--- config.mk ---
export PLATFORM = sky130hd
export DESIGN_NAME = fan_guard
export DESIGN_NICKNAME = d
export VERILOG_FILES = /design/src/rtl/fan_guard_pkg.sv /design/src/rtl/fan_duty_reg.sv /design/src/rtl/fan_fault_window.sv /design/src/rtl/fan_fault_flag.sv /design/src/rtl/fan_guard.sv
export SDC_FILE = /design/constraint.sdc
export NUM_CORES = 1
export LEC_CHECK = 0
export CORE_AREA = 3 3 68 77
export DETAILED_ROUTE_END_ITERATION = 7
export DIE_AREA = 0 0 71 80
export PLACE_DENSITY = 0.86
export SETUP_SLACK_MARGIN = 0.02
export SYNTH_ARGS = -nofsm -noshare
export SYNTH_HDL_FRONTEND = slang
export SYNTH_SLANG_ARGS = --single-unit
--- constraint.sdc ---
create_clock -name clk -period 2.7 [get_ports clk]
set_clock_uncertainty 0.15 [all_clocks]
set_input_delay 0.81 -clock clk [delete_from_list [all_inputs] [get_ports clk]]
set_output_delay 0.81 -clock clk [all_outputs]
set_load 0.1 [all_outputs]
--- src/rtl/fan_guard_pkg.sv ---
package fan_guard_pkg;

  localparam int DUTY_W = 8;
  localparam int FT_W   = 4;
  localparam int WIN_W  = FT_W + 1;

  typedef logic [DUTY_W-1:0] duty_t;
  typedef logic [FT_W-1:0]   ftime_t;
  typedef logic [WIN_W-1:0]  win_t;

  localparam duty_t  DUTY_FULL = '1;
  // 40 % of full scale, rounded to nearest: 0.4 * 255 = 102
  localparam duty_t  DUTY_40   = duty_t'((2 * ((1 << DUTY_W) - 1) + 2) / 5);
  localparam ftime_t FT_RESET  = ftime_t'(10);

  // number of one-second ticks allowed by a fault-time field value
  function automatic win_t window_ticks(ftime_t ft);
    return win_t'(ft) + win_t'(1);
  endfunction

  // duty chosen at power-up when no host write is present
  function automatic duty_t boot_duty(logic valid, duty_t kept, logic strap);
    if (valid)      return kept;
    else if (strap) return DUTY_40;
    else            return DUTY_FULL;
  endfunction

endpackage

--- src/rtl/fan_duty_reg.sv ---
module fan_duty_reg
  import fan_guard_pkg::*;
(
  input  logic  clk,
  input  logic  rst_n,
  input  logic  wr,
  input  duty_t wdata,
  input  logic  kept_valid,
  input  duty_t kept_duty,
  input  logic  strap_sel,
  output duty_t duty,
  output logic  boot_load
);

  logic booted_q;

  assign boot_load = rst_n && !booted_q;

  always_ff @(posedge clk or negedge rst_n) begin
    if (!rst_n) begin
      booted_q <= 1'b0;
      duty     <= '0;
    end else begin
      booted_q <= 1'b1;
      if (wr)             duty <= wdata;
      else if (boot_load) duty <= boot_duty(kept_valid, kept_duty, strap_sel);
    end
  end

endmodule

--- src/rtl/fan_fault_window.sv ---
module fan_fault_window
  import fan_guard_pkg::*;
#(
  parameter int CNT_W = 16
) (
  input  logic             clk,
  input  logic             rst_n,
  input  logic             sec_tick,
  input  logic             ft_wr,
  input  ftime_t           ft_wdata,
  input  duty_t            duty,
  input  logic [CNT_W-1:0] tach_count,
  input  logic [CNT_W-1:0] tach_target,
  output logic             run_en,
  output win_t             win_cnt,
  output logic             expire
);

  ftime_t ft_q;
  win_t   limit;
  win_t   next_cnt;
  logic   speed_ok;

  assign speed_ok = tach_count >= tach_target;
  assign run_en   = (duty == DUTY_FULL) && !speed_ok;
  assign limit    = window_ticks(ft_q);
  assign next_cnt = win_cnt + win_t'(1);
  assign expire   = run_en && sec_tick && (next_cnt >= limit);

  always_ff @(posedge clk or negedge rst_n) begin
    if (!rst_n)     ft_q <= FT_RESET;
    else if (ft_wr) ft_q <= ft_wdata;
  end

  always_ff @(posedge clk or negedge rst_n) begin
    if (!rst_n)                          win_cnt <= '0;
    else if (!run_en)                    win_cnt <= '0;
    else if (sec_tick && win_cnt < limit) win_cnt <= next_cnt;
  end

endmodule

--- src/rtl/fan_fault_flag.sv ---
module fan_fault_flag
  import fan_guard_pkg::*;
(
  input  logic  clk,
  input  logic  rst_n,
  input  logic  expire,
  input  logic  fan_stopped,
  input  duty_t duty,
  input  duty_t min_duty,
  input  logic  clr,
  output logic  stop_hit,
  output logic  fault
);

  logic set_now;

  assign stop_hit = fan_stopped && (duty > min_duty);
  assign set_now  = expire || stop_hit;

  always_ff @(posedge clk or negedge rst_n) begin
    if (!rst_n)       fault <= 1'b0;
    else if (set_now) fault <= 1'b1;
    else if (clr)     fault <= 1'b0;
  end

endmodule

--- src/rtl/fan_guard.sv ---
module fan_guard
  import fan_guard_pkg::*;
#(
  parameter int CNT_W = 16
) (
  input  logic             clk,
  input  logic             rst_n,
  input  logic             tick_1s,
  input  logic             duty_wr,
  input  logic [7:0]       duty_wdata,
  input  logic             kept_valid,
  input  logic [7:0]       kept_duty,
  input  logic             strap_sel,
  input  logic             ft_wr,
  input  logic [3:0]       ft_wdata,
  input  logic [CNT_W-1:0] tach_count,
  input  logic [CNT_W-1:0] tach_target,
  input  logic             fan_stopped,
  input  logic [7:0]       min_duty,
  input  logic             fault_clr,
  output logic [7:0]       duty_out,
  output logic             fault_out
);

  duty_t duty_q;
  logic  boot_load;
  logic  run_en;
  win_t  win_cnt;
  logic  expire;
  logic  stop_hit;

  fan_duty_reg u_duty (
    .clk        (clk),
    .rst_n      (rst_n),
    .wr         (duty_wr),
    .wdata      (duty_wdata),
    .kept_valid (kept_valid),
    .kept_duty  (kept_duty),
    .strap_sel  (strap_sel),
    .duty       (duty_q),
    .boot_load  (boot_load)
  );

  fan_fault_window #(.CNT_W(CNT_W)) u_window (
    .clk         (clk),
    .rst_n       (rst_n),
    .sec_tick    (tick_1s),
    .ft_wr       (ft_wr),
    .ft_wdata    (ft_wdata),
    .duty        (duty_q),
    .tach_count  (tach_count),
    .tach_target (tach_target),
    .run_en      (run_en),
    .win_cnt     (win_cnt),
    .expire      (expire)
  );

  fan_fault_flag u_flag (
    .clk         (clk),
    .rst_n       (rst_n),
    .expire      (expire),
    .fan_stopped (fan_stopped),
    .duty        (duty_q),
    .min_duty    (min_duty),
    .clr         (fault_clr),
    .stop_hit    (stop_hit),
    .fault       (fault_out)
  );

  assign duty_out = duty_q;

endmodule

* After elaboration in Yosys (flattened, before gate mapping)
Index checks and enable logic that the tools add are counted.
Storage, ports and cells: input bits 69, output and inout port bits 9, register bits after elaboration 19
Operators by class: order comparisons 4, add/sub/neg operators 2, muxes and demuxes 8, reduce and logical (&&, ||, !) cells 11, equal/unequal tests 2
Operators with widths (count):
- $mux W8 | 4
- $ge A16 B16 Y1 | 1
- $mux W5 | 2
- $eq A8 B8 Y1 const B | 1
- $gt A8 B8 Y1 | 1
- $logic_and A1 B1 Y1 | 6
- $add A4 B1 Y5 const B | 1
- $add A5 B1 Y5 const B | 1
- $ge A5 B5 Y1 | 1
- $lt A5 B5 Y1 | 1
- $reduce_bool A2 Y1 | 2
- $logic_not A1 Y1 | 2
- $mux W1 | 2
- $ne A2 B2 Y1 const B | 1
- $logic_or A1 B1 Y1 | 1

* Logic depth before layout (Yosys ltp)
Gate-level depths: netlist of the first run.
depth in word-level cells 7, depth in mapped cells 9

* Modules after synthesis
From an unflattened synthesis of the first run, not the netlist that was laid out.
Second synthesis, totals: cell total of the unflattened synthesis 209, area, all modules 1938.1 µm²
Modules (own cells, without submodules):
- fan_fault_window | cells each 126, times used 1, area each 1118.6 µm²
- fan_duty_reg | cells each 49, times used 1, area each 570.5 µm²
- fan_fault_flag | cells each 34, times used 1, area each 249.0 µm²

* Worst setup path before layout of the first run
Ideal clock, no wire load.
path type reg2reg, from register u_window.ft_q[1], to register u_window.win_cnt[1], setup slack 0.364 ns, cell stages (with the launch flop) 9, arrival 2.092 ns, clock period less this slack 2.336 ns, path buffers 0, cells stage by stage dfstp_2 ha_1 inv_1 ha_1 nor2b_1 o21ai_1 a21o_1 mux2_2 a211oi_1
On the way: longest elaborated chain between the ends 4
Ends and longest elaborated chain:
- start, declared | RTL line fan_fault_window.sv:19 | ftime_t ft_q;
- start signal, assigned | RTL line fan_fault_window.sv:32 | else if (ft_wr) ft_q <= ft_wdata;
- $add A4 B1 Y5 | RTL line fan_guard_pkg.sv:18 | return win_t'(ft) + win_t'(1);
- $lt A5 B5 Y1 | RTL line fan_fault_window.sv:38 | else if (sec_tick && win_cnt < limit) win_cnt <= next_cnt;
- $logic_and A1 B1 Y1 | RTL line fan_fault_window.sv:38
- $ne A2 B2 Y1 (no line)
- end signal, assigned | RTL line fan_fault_window.sv:38
- end, declared | RTL line fan_fault_window.sv:15 | output win_t win_cnt,
Every way passes these cells. A chain may end at the register's enable or synchronous reset.

* Worst setup path in the final report of the first run
from input port tach_target[2], to register u_flag.fault
On the way: longest elaborated chain between the ends 7, elaborated cells between the ends (all ways) 8
Ends and longest elaborated chain:
- start, declared | RTL line fan_guard.sv:17 | input logic [CNT_W-1:0] tach_target,
- $ge A16 B16 Y1 (*) | RTL line fan_fault_window.sv:24 | assign speed_ok = tach_count >= tach_target;
- $logic_not A1 Y1 (*) | RTL line fan_fault_window.sv:25 | assign run_en = (duty == DUTY_FULL) && !speed_ok;
- $logic_and A1 B1 Y1 (*) | RTL line fan_fault_window.sv:25
- $logic_and A1 B1 Y1 (*) (2 in a row) | RTL line fan_fault_window.sv:28 | assign expire = run_en && sec_tick && (next_cnt >= limit);
- $logic_or A1 B1 Y1 (*) | RTL line fan_fault_flag.sv:18 | assign set_now = expire || stop_hit;
- $mux W1 / $reduce_bool A2 Y1 (equally long branches)
- end signal, assigned | RTL line fan_fault_flag.sv:21 | if (!rst_n) fault <= 1'b0;
- end signal, assigned | RTL line fan_fault_flag.sv:22 | else if (set_now) fault <= 1'b1;
- end signal, assigned | RTL line fan_fault_flag.sv:23 | else if (clr) fault <= 1'b0;
- end, declared | RTL line fan_fault_flag.sv:12 | output logic fault
Mark *: on every way between the ends. The rest lies on a longest branch, timed or not.

==> results of run 1 <==
-- placed cells by master, fill, tap and decap left out, drive strengths merged, types with 8 or more instances in the layout --
| cell type | Yosys | routed |
|---|---|---|
| nand2 | 25 | 25 |
| inv | 33 | 33 |
| dfrtp | 17 | 17 |
| nand3 | 13 | 13 |
| a21oi | 13 | 13 |
| a211oi | 9 | 9 |
| o22ai | 8 | 8 |
| buf | 3 | 20 |
| nor2 | 11 | 11 |
| ha | 36 | 36 |
| o21ai | 8 | 8 |
| clkdlybuf4s50 | 0 | 68 |
-- logic make-up (layout without fill, tap and decap cells) --
group,count (synthesis),after routing,synth area share
buffers and inverters,40,126,0.0775
XOR/XNOR,5,5,0.0222
AO/OA/AOI/OAI,54,54,0.182
AND/OR/NAND/NOR,82,82,0.222
flip-flops,19,19,0.243
adder cells (fa/ha/maj),36,36,0.229
multiplexers,4,4,0.0229
other,1,1,0.00190
-- metal layers --
metal / wire length, um / share of wire / track usage / vias to the layer above
met3: 334 / 0.062 / 0.0378 / 10
li1: - / - / - / 1042
met5: 0 / 0 / 0 / -
met2: 2720 / 0.50 / 0.356 / 75
met1: 2280 / 0.42 / 0.228 / 980
met4: 76 / 0.014 / 0.0639 / 0
-- worst max-delay path: cells and delay by family --
family | cells | cell delay [ps]
fa+ha+maj | 1 | 270
simple gates | 3 | 750
buf+inv | 2 | 490
compound gates | 2 | 310
-- cell type report --
class / count / area, sq um / area share
Tap cell: 56 / 70.1 / 0.0242
Multi-Input combinational cell: 182 / 1340 / 0.463
Clock buffer: 4 / 45.0 / 0.0156
Sequential cell: 19 / 478 / 0.165
Timing Repair Buffer: 88 / 831 / 0.287
Inverter: 34 / 128 / 0.0442
-- metrics by stage --
step           cell area [sq um]  TNS [ps]  power [mW]
2_1_floorplan               1970         0       0.598
3_3_place_gp                2850      -411       0.770
3_5_place_dp                2850      -717       0.783
4_1_cts                     2890         0       0.986
5_1_grt                     2890         0        1.04
6_report                    2890         0       0.987
-- cell usage after synthesis, types with 4 or more instances --
cell type,number,area share
mux2_2,4,0.023
nand4_1,7,0.022
ha_1,36,0.23
nand2_1,24,0.046
a211oi_1,9,0.034
nand3_1,12,0.030
a21oi_1,13,0.033
nor4_1,4,0.013
nor3_1,5,0.013
nor2_1,11,0.021
inv_1,32,0.061
o21ai_1,6,0.015
o22ai_1,8,0.025
dfrtp_1,17,0.22
-- registers in the layout, summed over array words and instances (netlist names) --
signal,cells
u_duty.booted_q,1
u_duty.duty,8
u_window.ft_q,4
u_flag.fault,1
u_window.win_cnt,5
-- power by group through the flow --
stage | sequential (mW) | combinational, mW | clock [mW]
finish | 0.337 | 0.442 | 0.208
floorplan | 0.448 | 0.150 | 0
global placement | 0.340 | 0.430 | 0
global route | 0.340 | 0.485 | 0.216
detailed placement | 0.341 | 0.442 | 0
CTS | 0.336 | 0.443 | 0.207
-- path summary, 6_finish.rpt --
kind | start | end | slack [ps] | depth (start not counted)
worst max-delay path | tach_target[2] | u_flag.fault | 120 | 8
worst min-delay path | u_flag.fault | u_flag.fault | 370 | 2
worst max register to register | u_window.win_cnt[0] | u_flag.fault | 220 | 9
worst min register to register | u_flag.fault | u_flag.fault | 370 | 2
max in group asynchronous | rst_n | u_window.ft_q[1] | 1350 | 2
min in group asynchronous | rst_n | u_duty.duty[3] | 780 | 2
==> reports/results.ini, run 1 <==
[status]
status=complete, no violations

[synthesis]
ys_seq_area_frac=0.243
syn_nets=346
synth_edf_count=0
synth-async-reset-ratio=1.00
synthFlopType=dfrtp_1
syn-instance-count=241
syn-cell-area_sq_um=1970
avgSynthCellArea_sq_um=8.17
yosysWarningCount=0
ys_types=49
ys_ff_latch=19

[setup_path]
critPathArrivalTime_ps=2630
path_class=input port to register
max_stage_delay_ps=470
cp_max_fo=2
worstSetupEndpointType=register
crit_slowest_cell=or4_1
cp.required_ps=2750
cp_cell_sequence=clkdlybuf4s50_1 > inv_1 > ha_1 > and3_1 > o21ai_1 > a311oi_2 > or4_1 > nand3_1
crit_path_start_kind=input port

[clock_tree]
cts_tree=done
path_clk_slew_ps=70
cts_resized=0
clkSinkCount=19
cts-root-buf=clkbuf_8
cts_buffers=3
cts_setup_buffers=0
cts_hold_buf=0
htreeDepth=1
clk_path_buf_depth=2
insertion_delay_ps=270

[power_and_ir_drop]
cellLeakagePower_nw=1.32
power_frac_seq=0.341
internal-power_mw=0.608
power_frac_clock=0.211
power_density_nw_per_um2=341
p_comb_frac=0.448
p_switching_mw=0.379
switching_share=0.384
ir_drop_mv=0.192

[die]
die_area_sq_um=5680
io_pins=78
initial_utilization=0.432
core_area_sq_um=4550
fp.dieW_um=71
rows=26
die_h_um=80

[timing]
period_share=0.955
worstMarginPinSlew_ps=666
fin_ws_ps=122
hold_viol_final=0
maxSlewViolCount=0
relSlewSlack=0.552
setup_viol=0
fmax_mhz=388
post-route-min-period_ps=2580
hold_ws_ps=371
rsz0062_at_grt=no

[grt]
grt_overflow=0
grt_max_degree=20
grt.total_usage=0.196
antenna_found_initial=0
grt_pass1_wl_um=9110
grt_pass1_vias=2131

[routing]
drt_iter0_drc=168
vias=2107
wl_per_cell_um=14.1
ant_nets=0
routed_via_density=5.50
drc=0
firstDrtPassIters=4
wl_um=5410

[finish]
antenna_cells=0
layout.nets=433
utilization=0.635
stdcell_count=383
fill_cells=368
drive_above_1_share=0.116
syn2layout_area_growth_pct=46.8

[placement]
dp_hpwl_um=4500
io_buffers=77
gp_congestion=0.925
pre_cts_slack_ps=-166
dp.cells=379

[flow_run]
cap_violations=0

[hold_path]
hold_path.class=register to register

No activity file was read; power rests on OpenSTA's default activity.
==> inputs of run 2 (changes only) <==
==> constraint.sdc (replaced) <==
create_clock -name clk -period 2.7 [get_ports clk]
set_clock_uncertainty 0.15 [all_clocks]
set_input_delay 0.81 -clock clk [delete_from_list [all_inputs] [get_ports clk]]
set_output_delay 0.81 -clock clk [all_outputs]
set_load 0.01 [all_outputs]
==> run 2 against run 1 <==
Fmax down 1.1%. Non-clock buffer count up 1. Global-route usage down 0.20 points. Wire length shrank 0.22%. Die area unchanged. Cell area increased by 1.3%. Sequential power hardly changed. Register-to-register slack barely moved. Combinational power fell by 22%. First-iteration DRC count fell by 42%. Count of clock-buffer cells in the layout unchanged.
==> reports/results.ini, run 2 (synthesis gave the netlist of run 1 again) <==
[status]
status=complete, no violations  ; unchanged

[clock_tree]
cts_buffers=3  ; unchanged
clk_path_buf_depth=2  ; unchanged
clkSinkCount=19  ; unchanged
insertion_delay_ps=250  ; was 270 ps
cts_tree=done  ; unchanged
path_clk_slew_ps=70  ; about the same
htreeDepth=1  ; unchanged
cts-root-buf=clkbuf_8  ; unchanged
cts_hold_buf=0  ; unchanged

[setup_path]
crit_slowest_cell=or4_1  ; unchanged
critPathArrivalTime_ps=2640  ; was 2630 ps
worstSetupEndpointType=register  ; unchanged
crit_family=simple AND/OR/NAND/NOR gates  ; unchanged
max_stage_delay_ps=530  ; was 470 ps
timing.rr.start=u_window.win_cnt[1]  ; was u_window.win_cnt[0]
timing.critical_path.buf_inv=2  ; unchanged
crit_path_start_kind=input port  ; unchanged
cp_cell_sequence=clkdlybuf4s50_1 > inv_1 > ha_1 > a21o_1 > a21oi_2 > o21ai_1 > or4_1 > nand3_1  ; was clkdlybuf4s50_1 > inv_1 > ha_1 > and3_1 > o21ai_1 > a311oi_2 > or4_1 > nand3_1
cp.required_ps=2740  ; was 2750 ps
cp_max_fo=2  ; unchanged
startpoint=tach_target[13]  ; was tach_target[2]
path_class=input port to register  ; unchanged

[placement]
io_buffers=77  ; unchanged
gp_congestion=0.946  ; was 0.925
pre_cts_slack_ps=-229  ; was -166 ps
dp_hpwl_um=4580  ; was 4500 um

[routing]
wl_per_cell_um=14.1  ; about the same
ant_nets=0  ; unchanged
drc=0  ; unchanged
drt_iter0_drc=97  ; was 168
routed_via_density=5.57  ; was 5.50
firstDrtPassIters=4  ; unchanged
vias=2138  ; was 2107
wl_um=5400  ; was 5410 um

[timing]
setup_viol=0  ; unchanged
post-route-min-period_ps=2610  ; was 2580 ps
fin_ws_ps=92.7  ; was 122 ps
hold_viol_final=0  ; unchanged
rsz0062_at_grt=yes  ; was no
hold_ws_ps=363  ; was 371 ps
setup_tns_ps=0  ; unchanged
fmax_mhz=384  ; was 388 MHz
relSlewSlack=0.566  ; was 0.552
worstMarginPinSlew_ps=645  ; was 666 ps
maxSlewViolCount=0  ; unchanged
period_share=0.966  ; was 0.955

[grt]
grt_overflow=0  ; unchanged
grt_pass1_vias=2095  ; was 2131
grt_pass1_wl_um=9000  ; was 9110 um
antenna_found_initial=0  ; unchanged
grt_max_degree=20  ; unchanged
grt.total_usage=0.194  ; was 0.196

[power_and_ir_drop]
ir_drop_mv=0.135  ; was 0.192 mV
power_frac_seq=0.384  ; was 0.341
p_switching_mw=0.259  ; was 0.379 mW
internal-power_mw=0.616  ; was 0.608 mW
power_density_nw_per_um2=299  ; was 341 nW/um^2
power_mw=0.875  ; was 0.987 mW
cellLeakagePower_nw=1.32  ; about the same
p_comb_frac=0.394  ; was 0.448
power_frac_clock=0.222  ; was 0.211
switching_share=0.296  ; was 0.384

[finish]
layout.nets=434  ; was 433
syn2layout_area_growth_pct=48.7  ; was 46.8%
top_regs=u_duty.duty x8, u_window.win_cnt x5, u_window.ft_q x4  ; unchanged
largest_reg_flops=8  ; unchanged
utilization=0.643  ; was 0.635
largest_register=u_duty.duty  ; unchanged
drive_above_1_share=0.0976  ; was 0.116
final_common_cell=clkdlybuf4s50_1  ; unchanged
most-common-layout-cells=clkdlybuf4s50_1, ha_1, inv_1  ; unchanged
antenna_cells=0  ; unchanged

[hold_path]
hold_path.class=register to register  ; unchanged
min-delay-start=u_flag.fault  ; unchanged

[die]
core_area_sq_um=4550  ; unchanged
die_h_um=80  ; unchanged
initial_utilization=0.432  ; unchanged
die_area_sq_um=5680  ; unchanged
fp.dieW_um=71  ; unchanged
io_pins=78  ; unchanged
rows=26  ; unchanged

[flow_run]
cap_violations=0  ; unchanged

run 2: stage by stage:
step / cell area, sq um / instances
floorplan: 1970 / 241
global placement: 2880 / 380
detailed placement: 2880 / 380
CTS: 2920 / 384
global route: 2930 / 384
finish: 2930 / 384
run 2: area by class of cell:
class	count	area (sq um)
fillers	373	1630
multi-input cells	182	1350
repair buffers	89	861
flip-flops and latches	19	478
inverters	34	128
well taps	56	70.1
clock buffers	4	45.0
run 2: worst paths after layout:
path / end / slack (ps) / cells past startpoint
max: u_flag.fault / 90 / 8
min: u_flag.fault / 360 / 2
max reg2reg: u_flag.fault / 230 / 9
min reg2reg: u_flag.fault / 360 / 2
max in group asynchronous: u_window.ft_q[3] / 1340 / 2
min in group asynchronous: u_duty.duty[7] / 800 / 2
run 2: power groups by stage:
stage	clock network [mW]	registers (mW)	logic [mW]
floorplan	0	0.342	0.149
global placement	0	0.340	0.328
detailed placement	0	0.341	0.342
CTS	0.198	0.336	0.344
global route	0.209	0.341	0.386
finish	0.194	0.336	0.344
run 2: metal layers:
metal  track usage  up-vias  share of wire
met3        0.0327        8          0.067
met5             0        -              0
met1         0.231      992           0.40
met2         0.358       92           0.52
li1              -     1046              -
met4        0.0470        0          0.011
run 2: tightest hold or removal path, stage by stage, from the launching register on:
cell	delay (ps)
dfrtp_1	350
nand2b_1	60
nand3_1	70
run 2: what timing repair did:
action,in CTS,in global routing
endpoints found under the setup margin,0,6
resized for setup,0,2
setup buffers,0,0
